==> src/rtl/widen_pkg.sv <==
package widen_pkg;
  // Class of the incoming single-precision pattern
  typedef enum logic [1:0] {
    CK_ZERO = 2'd0,
    CK_SUB  = 2'd1,
    CK_NORM = 2'd2,
    CK_TOP  = 2'd3
  } src_kind_t;
endpackage

==> src/rtl/wd_classify.sv <==
module wd_classify
  import widen_pkg::*;
#(
  parameter int SE = 8,
  parameter int SF = 23
) (
  input  logic [SE+SF:0] word_i,
  output src_kind_t      kind_o
);
  logic [SE-1:0] exp_f;
  logic [SF-1:0] frac_f;

  assign exp_f  = word_i[SE+SF-1:SF];
  assign frac_f = word_i[SF-1:0];

  always_comb begin
    if (exp_f == '0) kind_o = (frac_f == '0) ? CK_ZERO : CK_SUB;
    else if (&exp_f) kind_o = CK_TOP;
    else             kind_o = CK_NORM;
  end
endmodule

==> src/rtl/wd_norm_loop.sv <==
module wd_norm_loop #(
  parameter int SF        = 23,
  parameter int DE        = 11,
  parameter int START_EXP = 897
) (
  input  logic          clk,
  input  logic          rst_n,
  input  logic          load_i,
  input  logic [SF-1:0] frac_i,
  output logic          busy_o,
  output logic          hit_o,
  output logic [SF-1:0] frac_o,
  output logic [DE-1:0] exp_o
);
  localparam int CW = $clog2(SF + 1);

  logic [SF:0]   mant_q;
  logic [DE-1:0] exp_q;
  logic          busy_q;
  logic [CW-1:0] steps_q;

  // Event: leading one has reached the hidden-bit position
  assign hit_o  = busy_q & mant_q[SF];
  assign busy_o = busy_q;
  assign frac_o = mant_q[SF-1:0];
  assign exp_o  = exp_q;

  // The first shift is folded into the load: a subnormal never has the
  // hidden bit set, so the loaded value is pre-shifted by one.
  always_ff @(posedge clk) begin
    if (!rst_n) begin
      mant_q  <= '0;
      exp_q   <= '0;
      busy_q  <= 1'b0;
      steps_q <= '0;
    end else if (load_i) begin
      mant_q  <= {frac_i, 1'b0};
      exp_q   <= DE'(START_EXP - 1);
      busy_q  <= 1'b1;
      steps_q <= '0;
    end else if (busy_q) begin
      if (mant_q[SF]) begin
        busy_q <= 1'b0;
      end else begin
        mant_q  <= mant_q << 1;
        exp_q   <= exp_q - 1'b1;
        steps_q <= steps_q + 1'b1;
      end
    end
  end

  assert_loop_bound_R6: assert property (@(posedge clk) disable iff (!rst_n)
    busy_q |-> steps_q <= CW'(SF - 1));

  assert_exp_track_R5: assert property (@(posedge clk) disable iff (!rst_n)
    busy_q |-> (exp_q + DE'(steps_q)) == DE'(START_EXP - 1));

  assert_load_nonzero_R5: assert property (@(posedge clk) disable iff (!rst_n)
    load_i |-> frac_i != '0);

  assert_hit_ends_R7: assert property (@(posedge clk) disable iff (!rst_n)
    hit_o && !load_i |=> !busy_q);
endmodule

==> src/rtl/fp_widen_s2d.sv <==
module fp_widen_s2d
  import widen_pkg::*;
#(
  parameter int SE = 8,
  parameter int SF = 23,
  parameter int DE = 11,
  parameter int DF = 52
) (
  input  logic                     clk,
  input  logic                     rst_n,
  input  logic                     start_i,
  input  logic [SE+SF:0]           word_i,
  output logic [(1+DE+DF)/2-1:0]   hi_o,
  output logic [(1+DE+DF)/2-1:0]   lo_o,
  output logic                     done_o
);
  localparam int SW        = 1 + SE + SF;
  localparam int DW        = 1 + DE + DF;
  localparam int HW        = DW / 2;
  localparam int SBIAS     = (1 << (SE - 1)) - 1;
  localparam int DBIAS     = (1 << (DE - 1)) - 1;
  localparam int REBIAS    = DBIAS - SBIAS;
  localparam int START_EXP = DBIAS - (SBIAS - 1);

  function automatic logic [DE-1:0] rebias(input logic [SE-1:0] e);
    if (&e) return '1;
    return DE'(e) + DE'(REBIAS);
  endfunction

  function automatic logic [DW-1:0] pack(input logic s, input logic [DE-1:0] e,
                                         input logic [SF-1:0] f);
    return {s, e, f, {(DF - SF){1'b0}}};
  endfunction

  src_kind_t     kind;
  logic          loop_busy, loop_hit;
  logic [SF-1:0] loop_frac;
  logic [DE-1:0] loop_exp;
  logic          accept, load_sub;
  logic          in_sign;
  logic [SE-1:0] in_exp;
  logic [SF-1:0] in_frac;
  logic          sign_q;
  logic [DW-1:0] res_q;
  logic          done_q;

  assign in_sign  = word_i[SW-1];
  assign in_exp   = word_i[SW-2:SF];
  assign in_frac  = word_i[SF-1:0];
  assign accept   = start_i & ~loop_busy;
  assign load_sub = accept & (kind == CK_SUB);

  wd_classify #(.SE(SE), .SF(SF)) u_cls (
    .word_i (word_i),
    .kind_o (kind)
  );

  wd_norm_loop #(.SF(SF), .DE(DE), .START_EXP(START_EXP)) u_loop (
    .clk    (clk),
    .rst_n  (rst_n),
    .load_i (load_sub),
    .frac_i (in_frac),
    .busy_o (loop_busy),
    .hit_o  (loop_hit),
    .frac_o (loop_frac),
    .exp_o  (loop_exp)
  );

  always_ff @(posedge clk) begin
    if (!rst_n) begin
      res_q  <= '0;
      done_q <= 1'b0;
      sign_q <= 1'b0;
    end else begin
      done_q <= 1'b0;
      if (loop_hit) begin
        res_q  <= pack(sign_q, loop_exp, loop_frac);
        done_q <= 1'b1;
      end else if (accept) begin
        unique case (kind)
          CK_ZERO: begin
            res_q  <= pack(in_sign, '0, '0);
            done_q <= 1'b1;
          end
          CK_SUB:  sign_q <= in_sign;
          default: begin
            res_q  <= pack(in_sign, rebias(in_exp), in_frac);
            done_q <= 1'b1;
          end
        endcase
      end
    end
  end

  assign hi_o   = res_q[DW-1:HW];
  assign lo_o   = res_q[HW-1:0];
  assign done_o = done_q;

  assert_hold_R9: assert property (@(posedge clk) disable iff (!rst_n)
    !done_q |-> $stable(res_q));

  assert_no_dp_subnormal_R5: assert property (@(posedge clk) disable iff (!rst_n)
    done_q && (res_q[DW-2:DF] == '0) |-> res_q[DF-1:0] == '0);

  assert_busy_ignore_R8: assert property (@(posedge clk) disable iff (!rst_n)
    start_i && loop_busy && !loop_hit |=> !done_q);

  assert_pulse_R7: assert property (@(posedge clk) disable iff (!rst_n)
    done_q && !(accept && kind != CK_SUB) |=> !done_q);
endmodule

==> config.mk <==
export PLATFORM = sky130hd
export DESIGN_NAME = fp_widen_s2d
export DESIGN_NICKNAME = d
export VERILOG_FILES = /design/src/rtl/widen_pkg.sv /design/src/rtl/wd_classify.sv /design/src/rtl/wd_norm_loop.sv /design/src/rtl/fp_widen_s2d.sv
export SDC_FILE = /design/constraint.sdc
export NUM_CORES = 1
export LEC_CHECK = 0
export ABC_AREA = 1
export BUFFER_PORTS_ARGS = -buffer_cell sky130_fd_sc_hd__buf_4
export CAP_MARGIN = 20
export CORE_MARGIN = 4
export CORE_UTILIZATION = 48
export CTS_CLUSTER_DIAMETER = 120
export DETAILED_ROUTE_END_ITERATION = 10
export GPL_TIMING_DRIVEN = 0
export PLACE_DENSITY_LB_ADDON = 0.3
export SYNTH_ARGS = -nofsm -noshare
export SYNTH_HDL_FRONTEND = slang
export SYNTH_SLANG_ARGS = --single-unit
==> constraint.sdc <==
create_clock -name clk -period 1.5 [get_ports clk]
set_input_delay 0.15 -clock clk [delete_from_list [all_inputs] [get_ports clk]]
set_output_delay 0.15 -clock clk [all_outputs]
set_load 0.1 [all_outputs]
; Yosys cells after proc, flatten, opt, wreduce, memory -nomap -nowiden
; Index checks and enable logic that the tools add are counted.
[totals]
inputBits = 35
register_bits = 101
out_inout_bits = 65
[classes]
add_sub_neg = 2
eq_ne = 3
bitwise_logic = 8
reduce_logical = 14
mux = 25
[op_table]
columns = operator, count
row1 = $mux W64, 2
row2 = $pmux W64 S2, 1
row3 = $mux W24, 3
row4 = $mux W10, 3
row5 = $logic_not A23 Y1, 1
row6 = $mux W11, 2
row7 = $mux W1, 13
row8 = $add A8 B10 Y11 const B, 1
row9 = $sub A11 B1 Y11 const B, 1
row10 = $logic_not A8 Y1, 1
row11 = $reduce_and A2 Y1, 4
row12 = $reduce_and A8 Y1, 1
row13 = $reduce_or A2 Y1, 3
row14 = $not A1 Y1, 5
row15 = $ne A2 B2 Y1 const B, 2
row16 = $reduce_bool A2 Y1, 2
row17 = $and A1 B1 Y1, 3
row18 = $reduce_and A3 Y1, 1
row19 = $eq A2 B1 Y1 const B, 1
row20 = $logic_not A2 Y1, 1
row21 = $mux W2, 1

; Depth between registers and ports, before layout
; Gate-level depths: netlist (run 1).
[depth]
ltp_word = 13
mapped_depth = 11
ltp_nobuf = 11

; Hierarchy
; From an unflattened synthesis (run 1), not the netlist that was laid out.
[hier_totals]
hier_cells = 628
hier_area_um2 = 4008.8
[modules_own_cells]
columns = module, area_each_um2, seq_area_each_um2, n_inst, cells_each
row1 = fp_widen_s2d, 2026.9, 740.7, 1, 319
row2 = wd_norm_loop, 1828.0, 700.7, 1, 271
row3 = wd_classify, 153.9, 0.0, 1, 38

; Worst setup path after synthesis (run 1)
; OpenSTA, ideal clock, no wires.
[synth_path]
path_type = register to register
start = register u_loop.exp_q[0], in the netlist u_loop.exp_o[0]
end = register u_loop.exp_q[10], in the netlist u_loop.exp_o[10]
setup_time_ns = 0.121
setup_slack_ns = 0.064
stages_incl_launch_ff = 10
arrival_time_ns = 1.315
n_path_buf = 0
synth_period_minus_slack_ns = 1.436
path_cell_list = dfxtp_1 -> inv_1 -> ha_1 -> inv_1 -> nor3_1 -> nand2_1 -> nor2_2 -> nand3_1 -> xor2_1 -> nor2_1
[synth_between]
elab_chain_len = 1
[synth_rtl]
columns = element, line_no
row1 = start: declaration, wd_norm_loop.sv:18  ; logic [DE-1:0] exp_q;
row2 = start signal: assignment, wd_norm_loop.sv:38  ; exp_q <= DE'(START_EXP - 1);
row3 = start signal: assignment, wd_norm_loop.sv:46  ; exp_q <= exp_q - 1'b1;
row4 = $sub A11 B1 Y11, wd_norm_loop.sv:46
; No other way between the ends.
; A chain may end at the register's enable or synchronous reset.

; Final worst setup path (run 1)
[layout_path]
start = register u_loop.busy_q, in the netlist u_loop.busy_o
end = register res_q[33]
[layout_between]
elab_chain_len = 4
word_cells_on_any_way = 7
cone_classes = 1 x eq/ne / 1 x mux / 3 x bitwise / 2 x reduce/logical
[layout_rtl]
columns = element, line_no
row1 = start: declaration, wd_norm_loop.sv:19  ; logic busy_q;
row2 = start signal: assignment, wd_norm_loop.sv:34  ; busy_q <= 1'b0;
row3 = start signal: assignment, wd_norm_loop.sv:39  ; busy_q <= 1'b1;
row4 = start signal: assignment, wd_norm_loop.sv:43  ; busy_q <= 1'b0;
row5 = $not A1 Y1, fp_widen_s2d.sv:50  ; assign accept = start_i & ~loop_busy;
row6 = $and A1 B1 Y1, fp_widen_s2d.sv:50
row7 = $reduce_bool A2 Y1 (no source line), --
row8 = $reduce_and A2 Y1 (no source line), --
row9 = end signal: assignment, fp_widen_s2d.sv:77  ; res_q <= pack(sign_q, loop_exp, loop_frac);
row10 = end signal: assignment, fp_widen_s2d.sv:82  ; res_q <= pack(in_sign, '0, '0);
row11 = end signal: assignment, fp_widen_s2d.sv:87  ; res_q <= pack(in_sign, rebias(in_exp), in_frac);
row12 = end: declaration, fp_widen_s2d.sv:44  ; logic [DW-1:0] res_q;
; Parallel ways exist; a longest one is shown, timed or not.

==> run summary, run 1 <==
area of the core: 7770 sq um
Placement Cell Area: 4600 sq um
clock transition at the registers of the reported paths: 0.08 ns
final hold violation count: 0
TritonCTS clock tree: yes
y dimension of the die: 97.5 um
final setup vio count: 0
First-pass DRT Iterations: 5
critical path data arrival time: 1.72 ns
fraction of layout instances using a drive strength above 1: 28.1%
die width: 97.5 um
Layout Area Growth over Synthesis: 31.1%
total power density per cell area: 1020 nW/um^2
slowest stage cell, crit path: sky130_fd_sc_hd__buf_1
Crit path largest cell delay: 0.40 ns
Avg Inst Size Synth: 6.74 sq um
post-synth cell types: 29
Layout Utilization: 64.9%
area enclosed by the die boundary: 9510 sq um
FF+latch count, synth: 72
Skew-Pair Late Insertion Delay: 0.35 ns
cell breakdown of the critical path: nand2_2 > buf_1 > nand2_1 > nand2_1 > nand3_1 > a21oi_1
most numerous cell on the critical path: sky130_fd_sc_hd__nand2_1
row cnt: 32
clock sink count: 72
final max-slew violation count: 0
number of global-route vias before repair: 3739
outcome: finished, final reports clean
buffering stage count on the worst path with inverters included: 1
layout net count: 725
first-pass GRT wire length: 17400 um
pin count of the biggest net entering global routing: 14
ANT nets after route: 0
highest attainable clock frequency: 694 MHz
Worst Max-Slew Pin Slew: 0.560 ns
post-layout minimum cycle time: 1.44 ns
remaining global-route overflow: 0
Global Route Usage Sum: 22.1%
root buffer cell: sky130_fd_sc_hd__clkbuf_8
Filler Cell Count: 704
Mapped Area: 3850 sq um
residual DRC count: 0
category of the worst setup path capture point: register
antenna cells: 0
reported max-cap violation count: 0
sequential cell area fraction in the yosys report: 37.5%
Placed Instances: 771
routed length per placed instance: 13.7 um
initial drt markers: 323
Avg Vias per Cell: 5.02
number of warnings issued by yosys: 0
unrepaired setup endpoints after global routing: true
number of standard cells in the final layout excluding fillers: 796
I/O Buffers: 70
type of the worst setup path: reg -> reg
final worst setup slack: 0.0595 ns
CTS hold repair buffers: 0
Starting Density: 49.5%
CP Launch Type: register
number of antenna violations at the first check in global routing: 0
worst setup timing slack at the placement stage: -0.176 ns
worst-case headroom to the max-slew limit: 62.6%
HPWL Detailed: 8130 um
Final Routed Wirelength: 10900 um
class of the most critical hold timing path: in -> reg
final clock period utilization by the worst path: 96.0%
Post-Route Skew: 0.00734 ns
worst voltage drop across the vdd grid: 0.000404 V
number of instances in the synthesized netlist: 571
via count of the routed design: 3998
LEAKAGE: 2.35 nW
number of clock buffers inserted by TritonCTS: 9
I/O pins: 100
Longest Clk Path Bufs: 2
GP Congestion: 0.914
summed area of non-filler cells in the final layout: 5040 sq um
CTS HTree Levels: 3
cell class contributing the biggest share of worst-path delay: simple AND/OR/NAND/NOR gates
Worst Path Max Fanout: 10
Worst Path Required: 1.78 ns
cell usage in the layout (no fill, tap or decap), drive strengths merged:
cell      count
dfxtp        72
bufinv        3
o21ai        31
nand2       160
nand3        35
buf         127
nand4        18
nor3          4
clkinvlp      2
conb         29
nor2         93
or2           2
ha            1
o21bai        1
xor2          6
clkinv        1
inv          40
o211ai        7
clkbuf       19
nand3b        1
a21oi        42
routing by layer:
layer | vias up | GRT usage [%] | wire (um)
met5 | - | 0 | 0
met4 | 0 | 8.63 | 221
met3 | 25 | 4.95 | 997
met2 | 198 | 36.0 | 5020
met1 | 1771 | 28.3 | 4700
li1 | 2004 | - | -
cells by family (layout without fill, tap and decap cells):
kind of cell	Yosys count	in the layout	synth area share, %
simple gates	313	313	36.0
buf+inv	97	192	13.7
compound gates	81	81	11.1
flops	72	72	37.5
xor+xnor	6	6	1.37
fa+ha+maj	1	1	0.325
other cells	1	29	0.0975
where the power goes:
group / switching (mW) / internal [mW]
Clock: 0.782 / 1.12
Combinational: 0.964 / 0.272
Sequential: 0.0304 / 1.97
Total: 1.78 / 3.35
path summary, 6_finish.rpt:
check | end | cells past startpoint | slack, ns | startpoint
worst max-delay path | res_q[33] | 6 | 0.06 | u_loop.busy_o
worst max register to register | res_q[33] | 6 | 0.06 | u_loop.busy_o
worst min register to register | res_q[44] | 2 | 0.46 | res_q[44]
worst min-delay path | u_loop.mant_q[6] | 3 | 0.05 | word_i[5]
area by class of cell:
cell class                 count  area (sq um)  area share (%)
timing repair buffer          78           586            11.6
buffer                        58           410            8.14
clock inverter                 6           115            2.28
clock buffer                  10           128            2.53
tap                          102           128            2.53
timing repair inverter         1          7.51           0.149
multi-input combinational    430          2070            41.1
inverter                      39           149            2.95
sequential                    72          1450            28.7
sequential cells by signal, indices dropped and copies added, names as in the netlist:
register	cells
u_loop.busy_o	1
res_q	35
sign_q	1
u_loop.mant_q	23
u_loop.exp_o	11
done_o	1
synthesized netlist by cell type:
| cell type | instances | area share, % |
|---|---|---|
| sky130_fd_sc_hd__inv_2 | 2 | 0.20 |
| sky130_fd_sc_hd__o211ai_1 | 7 | 1.4 |
| sky130_fd_sc_hd__nand2_2 | 1 | 0.16 |
| sky130_fd_sc_hd__nor2_2 | 14 | 2.3 |
| sky130_fd_sc_hd__buf_6 | 4 | 1.2 |
| sky130_fd_sc_hd__conb_1 | 1 | 0.097 |
| sky130_fd_sc_hd__buf_1 | 3 | 0.29 |
| sky130_fd_sc_hd__xor2_1 | 6 | 1.4 |
| sky130_fd_sc_hd__nand3_1 | 32 | 4.2 |
| sky130_fd_sc_hd__o21bai_1 | 1 | 0.20 |
| sky130_fd_sc_hd__nand3b_1 | 1 | 0.20 |
| sky130_fd_sc_hd__or2_2 | 2 | 0.33 |
| sky130_fd_sc_hd__nor2_8 | 1 | 0.52 |
| sky130_fd_sc_hd__nand2_1 | 157 | 15 |
| sky130_fd_sc_hd__dfxtp_1 | 72 | 37 |
| sky130_fd_sc_hd__o21ai_0 | 30 | 3.9 |
| sky130_fd_sc_hd__buf_4 | 32 | 6.2 |
| sky130_fd_sc_hd__clkinv_1 | 1 | 0.097 |
| sky130_fd_sc_hd__clkbuf_1 | 9 | 0.88 |
| sky130_fd_sc_hd__ha_1 | 1 | 0.33 |
| sky130_fd_sc_hd__a21oi_1 | 42 | 5.5 |
| sky130_fd_sc_hd__nand3_4 | 3 | 1.4 |
| sky130_fd_sc_hd__nor3_1 | 4 | 0.52 |
| sky130_fd_sc_hd__nand4_1 | 18 | 2.9 |
| sky130_fd_sc_hd__nand2_4 | 2 | 0.59 |
| sky130_fd_sc_hd__o21ai_1 | 1 | 0.13 |
| sky130_fd_sc_hd__buf_2 | 10 | 1.3 |
| sky130_fd_sc_hd__inv_1 | 36 | 3.5 |
| sky130_fd_sc_hd__nor2_1 | 78 | 7.6 |
metrics by stage:
step | hold slack (ns) | power [mW] | setup TNS, ns
after detailed placement | 0.407 | 3.25 | -3.79
after global routing | 0.0509 | 5.29 | -0.172
final | 0.0468 | 5.13 | 0
after floorplan | 0.285 | 3.00 | 0
after CTS | 0.0421 | 5.12 | -0.0280
after global placement | 0.400 | 3.24 | -2.63
worst register-to-register path: stages, from the launching register on:
cell and delay (ns):
sky130_fd_sc_hd__dfxtp_4 0.37, sky130_fd_sc_hd__nand2_2 0.14, sky130_fd_sc_hd__buf_1 0.40, sky130_fd_sc_hd__nand2_1 0.11
sky130_fd_sc_hd__nand2_1 0.10, sky130_fd_sc_hd__nand3_1 0.10, sky130_fd_sc_hd__a21oi_1 0.16
what timing repair did:
item | 4_1_cts | 5_1_grt
hold endpoints to repair | 0 | 0
gates resized for setup | 19 | 44
cloned | 0 | 1
setup buffers | 0 | 8
pin swaps | 1 | 6
endpoints found under the setup margin | 23 | 59
(Power assumes the default switching activity.)
==> run 2, diff against run 1 <==
--- a/config.mk
+++ b/config.mk
@@ -5,11 +5,10 @@
 export SDC_FILE = /design/constraint.sdc
 export NUM_CORES = 1
 export LEC_CHECK = 0
-export ABC_AREA = 1
 export BUFFER_PORTS_ARGS = -buffer_cell sky130_fd_sc_hd__buf_4
 export CAP_MARGIN = 20
 export CORE_MARGIN = 4
-export CORE_UTILIZATION = 48
+export CORE_UTILIZATION = 46
 export CTS_CLUSTER_DIAMETER = 120
 export DETAILED_ROUTE_END_ITERATION = 10
 export GPL_TIMING_DRIVEN = 0
==> run summary, run 2 <==
outcome: complete, but fails checks (was finished, final reports clean)
violated checks: setup timing
layout net count: 560 (was 725)
ANT nets after route: 0 (unchanged)
Synth Flop Type: sky130_fd_sc_hd__dfxtp_1 (unchanged)
global-route met3 utilization: 4.91% (was 4.95%)
final max-slew violation count: 0 (unchanged)
clock sink count: 72 (unchanged)
Worst Path Required: 1.76 ns (was 1.78 ns)
Clock power frac: 36.7% (was 37.0%)
Multi-input gate area: 1800 sq um (was 2070 sq um)
Global Route Usage Sum: 23.7% (was 22.1%)
CTS HTree Levels: 3 (unchanged)
unrepaired setup endpoints after global routing: true (unchanged)
Largest Register: res_q (unchanged)
root buffer cell: sky130_fd_sc_hd__clkbuf_8 (unchanged)
internal cell power: 3.36 mW (was 3.35 mW)
final clock period utilization by the worst path: 103% (was 96.0%)
number of instances in the synthesized netlist: 393 (was 571)
Final Routed Wirelength: 10900 um (about the same)
number of warnings issued by yosys: 0 (unchanged)
global routing met2 resource utilization: 39.5% (was 36.0%)
final setup vio count: 5 (was 0)
Avg Inst Size Synth: 8.46 sq um (was 6.74 sq um)
Avg Vias per Cell: 5.70 (was 5.02)
type of the worst setup path: reg -> reg (unchanged)
y dimension of the die: 93.0 um (was 97.5 um)
Critical R2R Capture: u_loop.mant_q[6] (was res_q[33])
initial drt markers: 513 (was 323)
pin count of the biggest net entering global routing: 14 (unchanged)
area of the core: 6910 sq um (was 7770 sq um)
top library cells by usage in the layout, fill and taps aside: sky130_fd_sc_hd__buf_4, sky130_fd_sc_hd__dfxtp_1, sky130_fd_sc_hd__nand3_1, sky130_fd_sc_hd__a21oi_1, sky130_fd_sc_hd__nand2_1 (was sky130_fd_sc_hd__nand2_1, sky130_fd_sc_hd__buf_4, sky130_fd_sc_hd__nor2_1)
Starting Density: 48.1% (was 49.5%)
most common cell after layout, fill and taps aside: sky130_fd_sc_hd__buf_4 (was sky130_fd_sc_hd__nand2_1)
class of the most critical hold timing path: in -> reg (unchanged)
area fraction of the dominant cell type after synthesis: 43.4% (was 37.5%)
fraction of layout instances using a drive strength above 1: 39.1% (was 28.1%)
I/O Buffers: 70 (unchanged)
max reg flops: 35 (unchanged)
worst-case headroom to the max-slew limit: 59.2% (was 62.6%)
startpoint of the worst hold path: word_i[31] (was word_i[5])
sequential cell area fraction in the yosys report: 43.4% (was 37.5%)
highest attainable clock frequency: 648 MHz (was 694 MHz)
commonest cells in the synthesized netlist: sky130_fd_sc_hd__dfxtp_1, sky130_fd_sc_hd__a21oi_1, sky130_fd_sc_hd__nand3_1 (was sky130_fd_sc_hd__nand2_1, sky130_fd_sc_hd__nor2_1, sky130_fd_sc_hd__dfxtp_1)
final worst setup slack: -0.0436 ns (was 0.0595 ns)
worst reg-to-reg setup slack: -0.04 ns (was 0.06 ns)
most frequently used cell type in the post-synthesis netlist: sky130_fd_sc_hd__dfxtp_1 (was sky130_fd_sc_hd__nand2_1)
Layout Utilization: 69.3% (was 64.9%)
clock transition at the registers of the reported paths: 0.08 ns (about the same)
FF-to-FF Start: u_loop.busy_o (unchanged)
reported net switching power: 1.75 mW (was 1.78 mW)
antenna cells: 0 (unchanged)
TritonCTS clock tree: yes (unchanged)
register share of total power: 39.1% (was 38.9%)
category of the worst setup path capture point: register (unchanged)
Layout Area Growth over Synthesis: 44.1% (was 31.1%)
top post-synthesis cells by area: sky130_fd_sc_hd__dfxtp_1, sky130_fd_sc_hd__a22oi_1, sky130_fd_sc_hd__a21oi_1 (was sky130_fd_sc_hd__dfxtp_1, sky130_fd_sc_hd__nand2_1, sky130_fd_sc_hd__nor2_1)
r2r worst-path depth: 6 (unchanged)
Synth async-reset ratio: 0% (unchanged)
worst voltage drop across the vdd grid: 0.000498 V (was 0.000404 V)
Worst Max-Slew Pin Slew: 0.613 ns (was 0.560 ns)
post-layout minimum cycle time: 1.54 ns (was 1.44 ns)
Switching Fraction: 34.3% (was 34.6%)
Longest Clk Path Bufs: 2 (unchanged)
reported max-cap violation count: 0 (unchanged)
post-synthesis cell type with the largest combined area: sky130_fd_sc_hd__dfxtp_1 (unchanged)
die width: 93.0 um (was 97.5 um)
critical path data arrival time: 1.80 ns (was 1.72 ns)
number of antenna violations at the first check in global routing: 0 (unchanged)
M1 GR Usage: 30.5% (was 28.3%)
routed length per placed instance: 17.4 um (was 13.7 um)
via count of the routed design: 3561 (was 3998)
post-synth cell types: 43 (was 29)
total chip power: 5.11 mW (was 5.13 mW)
number of global-route vias before repair: 3264 (was 3739)
number of clock buffers inserted by TritonCTS: 9 (unchanged)
row cnt: 30 (was 32)
Worst Path Max Fanout: 6 (was 10)
Mapped Area: 3320 sq um (was 3850 sq um)
combinational power share: 24.2% (was 24.1%)
First-pass DRT Iterations: 6 (was 5)
remaining global-route overflow: 0 (unchanged)
FF+latch count, synth: 72 (unchanged)
Skew-Pair Late Insertion Delay: 0.36 ns (was 0.35 ns)
Post-synth EDFFs: 0 (unchanged)
I/O pins: 100 (unchanged)
residual DRC count: 0 (unchanged)
CP Launch Type: register (unchanged)
HPWL Detailed: 7310 um (was 8130 um)
first-pass GRT wire length: 16200 um (was 17400 um)
final hold violation count: 0 (unchanged)
worst hold path stage count: 3 (unchanged)
destination of the worst hold path: sign_q (was u_loop.mant_q[6])
CTS hold repair buffers: 0 (unchanged)
LEAKAGE: 1.93 nW (was 2.35 nW)
total power density per cell area: 1070 nW/um^2 (was 1020 nW/um^2)
global routing's busiest layer: met2 (unchanged)
Post-Route Skew: 0.0131 ns (was 0.00734 ns)
area enclosed by the die boundary: 8650 sq um (was 9510 sq um)
Filler Cell Count: 559 (was 704)
register area: 1450 sq um (about the same)
GP Congestion: 0.910 (was 0.914)
run 2: area by class of cell:
cell class                      instances  share of cell area (%)
Buffer                                 58                    9.06
Inverter                                3                   0.235
Clock buffer                            9                    2.59
Sequential cell                        72                    30.3
Multi-Input combinational cell        286                    37.7
Clock inverter                          7                    2.51
Timing Repair Buffer                   94                    15.1
Tap cell                               96                    2.51
run 2: worst max-delay path, cell delays in order (launching register included):
cell and delay (ns):
sky130_fd_sc_hd__dfxtp_4 0.37, sky130_fd_sc_hd__nand2b_4 0.17, sky130_fd_sc_hd__nor3_4 0.25, sky130_fd_sc_hd__o21ai_2 0.13
sky130_fd_sc_hd__buf_6 0.16, sky130_fd_sc_hd__buf_12 0.13, sky130_fd_sc_hd__a311oi_2 0.24
run 2: power by group through the flow:
stage | Clock [mW] | Combinational [mW] | Sequential, mW
2_1_floorplan | 0 | 0.538 | 2.45
3_3_place_gp | 0 | 1.18 | 2.05
3_5_place_dp | 0 | 1.18 | 2.05
4_1_cts | 1.87 | 1.20 | 2.00
5_1_grt | 1.97 | 1.28 | 2.01
6_report | 1.87 | 1.24 | 2.00
run 2: logic make-up after synthesis:
kind of cell	Yosys count	share of synthesized area, %
buffers and inverters	63	11.1
other	1	0.113
AND/OR/NAND/NOR	133	19.5
flip-flops	72	43.4
AO/OA/AOI/OAI	115	23.4
XOR/XNOR	8	2.11
adder cells (fa/ha/maj)	1	0.376
run 2: metrics by stage:
| step | worst slack, ns | std cells | hold WS, ns | setup TNS [ns] | cell area, sq um |
|---|---|---|---|---|---|
| 5_1_grt | -0.0788 | 625 | 0.0574 | -0.541 | 4790 |
| 4_1_cts | -0.0222 | 613 | 0.0496 | -0.0222 | 4600 |
| 6_report | -0.0436 | 625 | 0.0515 | -0.0978 | 4790 |
| 3_5_place_dp | -0.536 | 587 | 0.416 | -27.54 | 4140 |
| 2_1_floorplan | -0.103 | 421 | 0.283 | -2.20 | 3500 |
| 3_3_place_gp | -0.514 | 587 | 0.410 | -26.77 | 4140 |
run 2: worst max path at each step:
stage / depth (start not counted) / slack (ns) / from / to
3_5_place_dp: 8 / -0.54 / word_i[0] / res_q[61]
2_1_floorplan: 7 / -0.10 / word_i[28] / res_q[61]
4_1_cts: 8 / -0.02 / word_i[0] / res_q[61]
6_report: 6 / -0.04 / u_loop.busy_o / u_loop.mant_q[6]
3_3_place_gp: 8 / -0.51 / word_i[0] / res_q[61]
5_1_grt: 6 / -0.08 / u_loop.busy_o / u_loop.mant_q[6]
run 2: metal layers:
layer	part of all wire, %	routed length, um
met1	39	4280
met3	11	1160
met5	0	0
met2	48	5230
met4	2.1	231
run 2: repair_timing:
| item | in CTS | in global routing |
|---|---|---|
| pin swaps | 9 | 10 |
| endpoints found under the setup margin | 72 | 63 |
| gates cloned | 0 | 2 |
| buffers inserted | 11 | 11 |
| resized for setup | 41 | 32 |
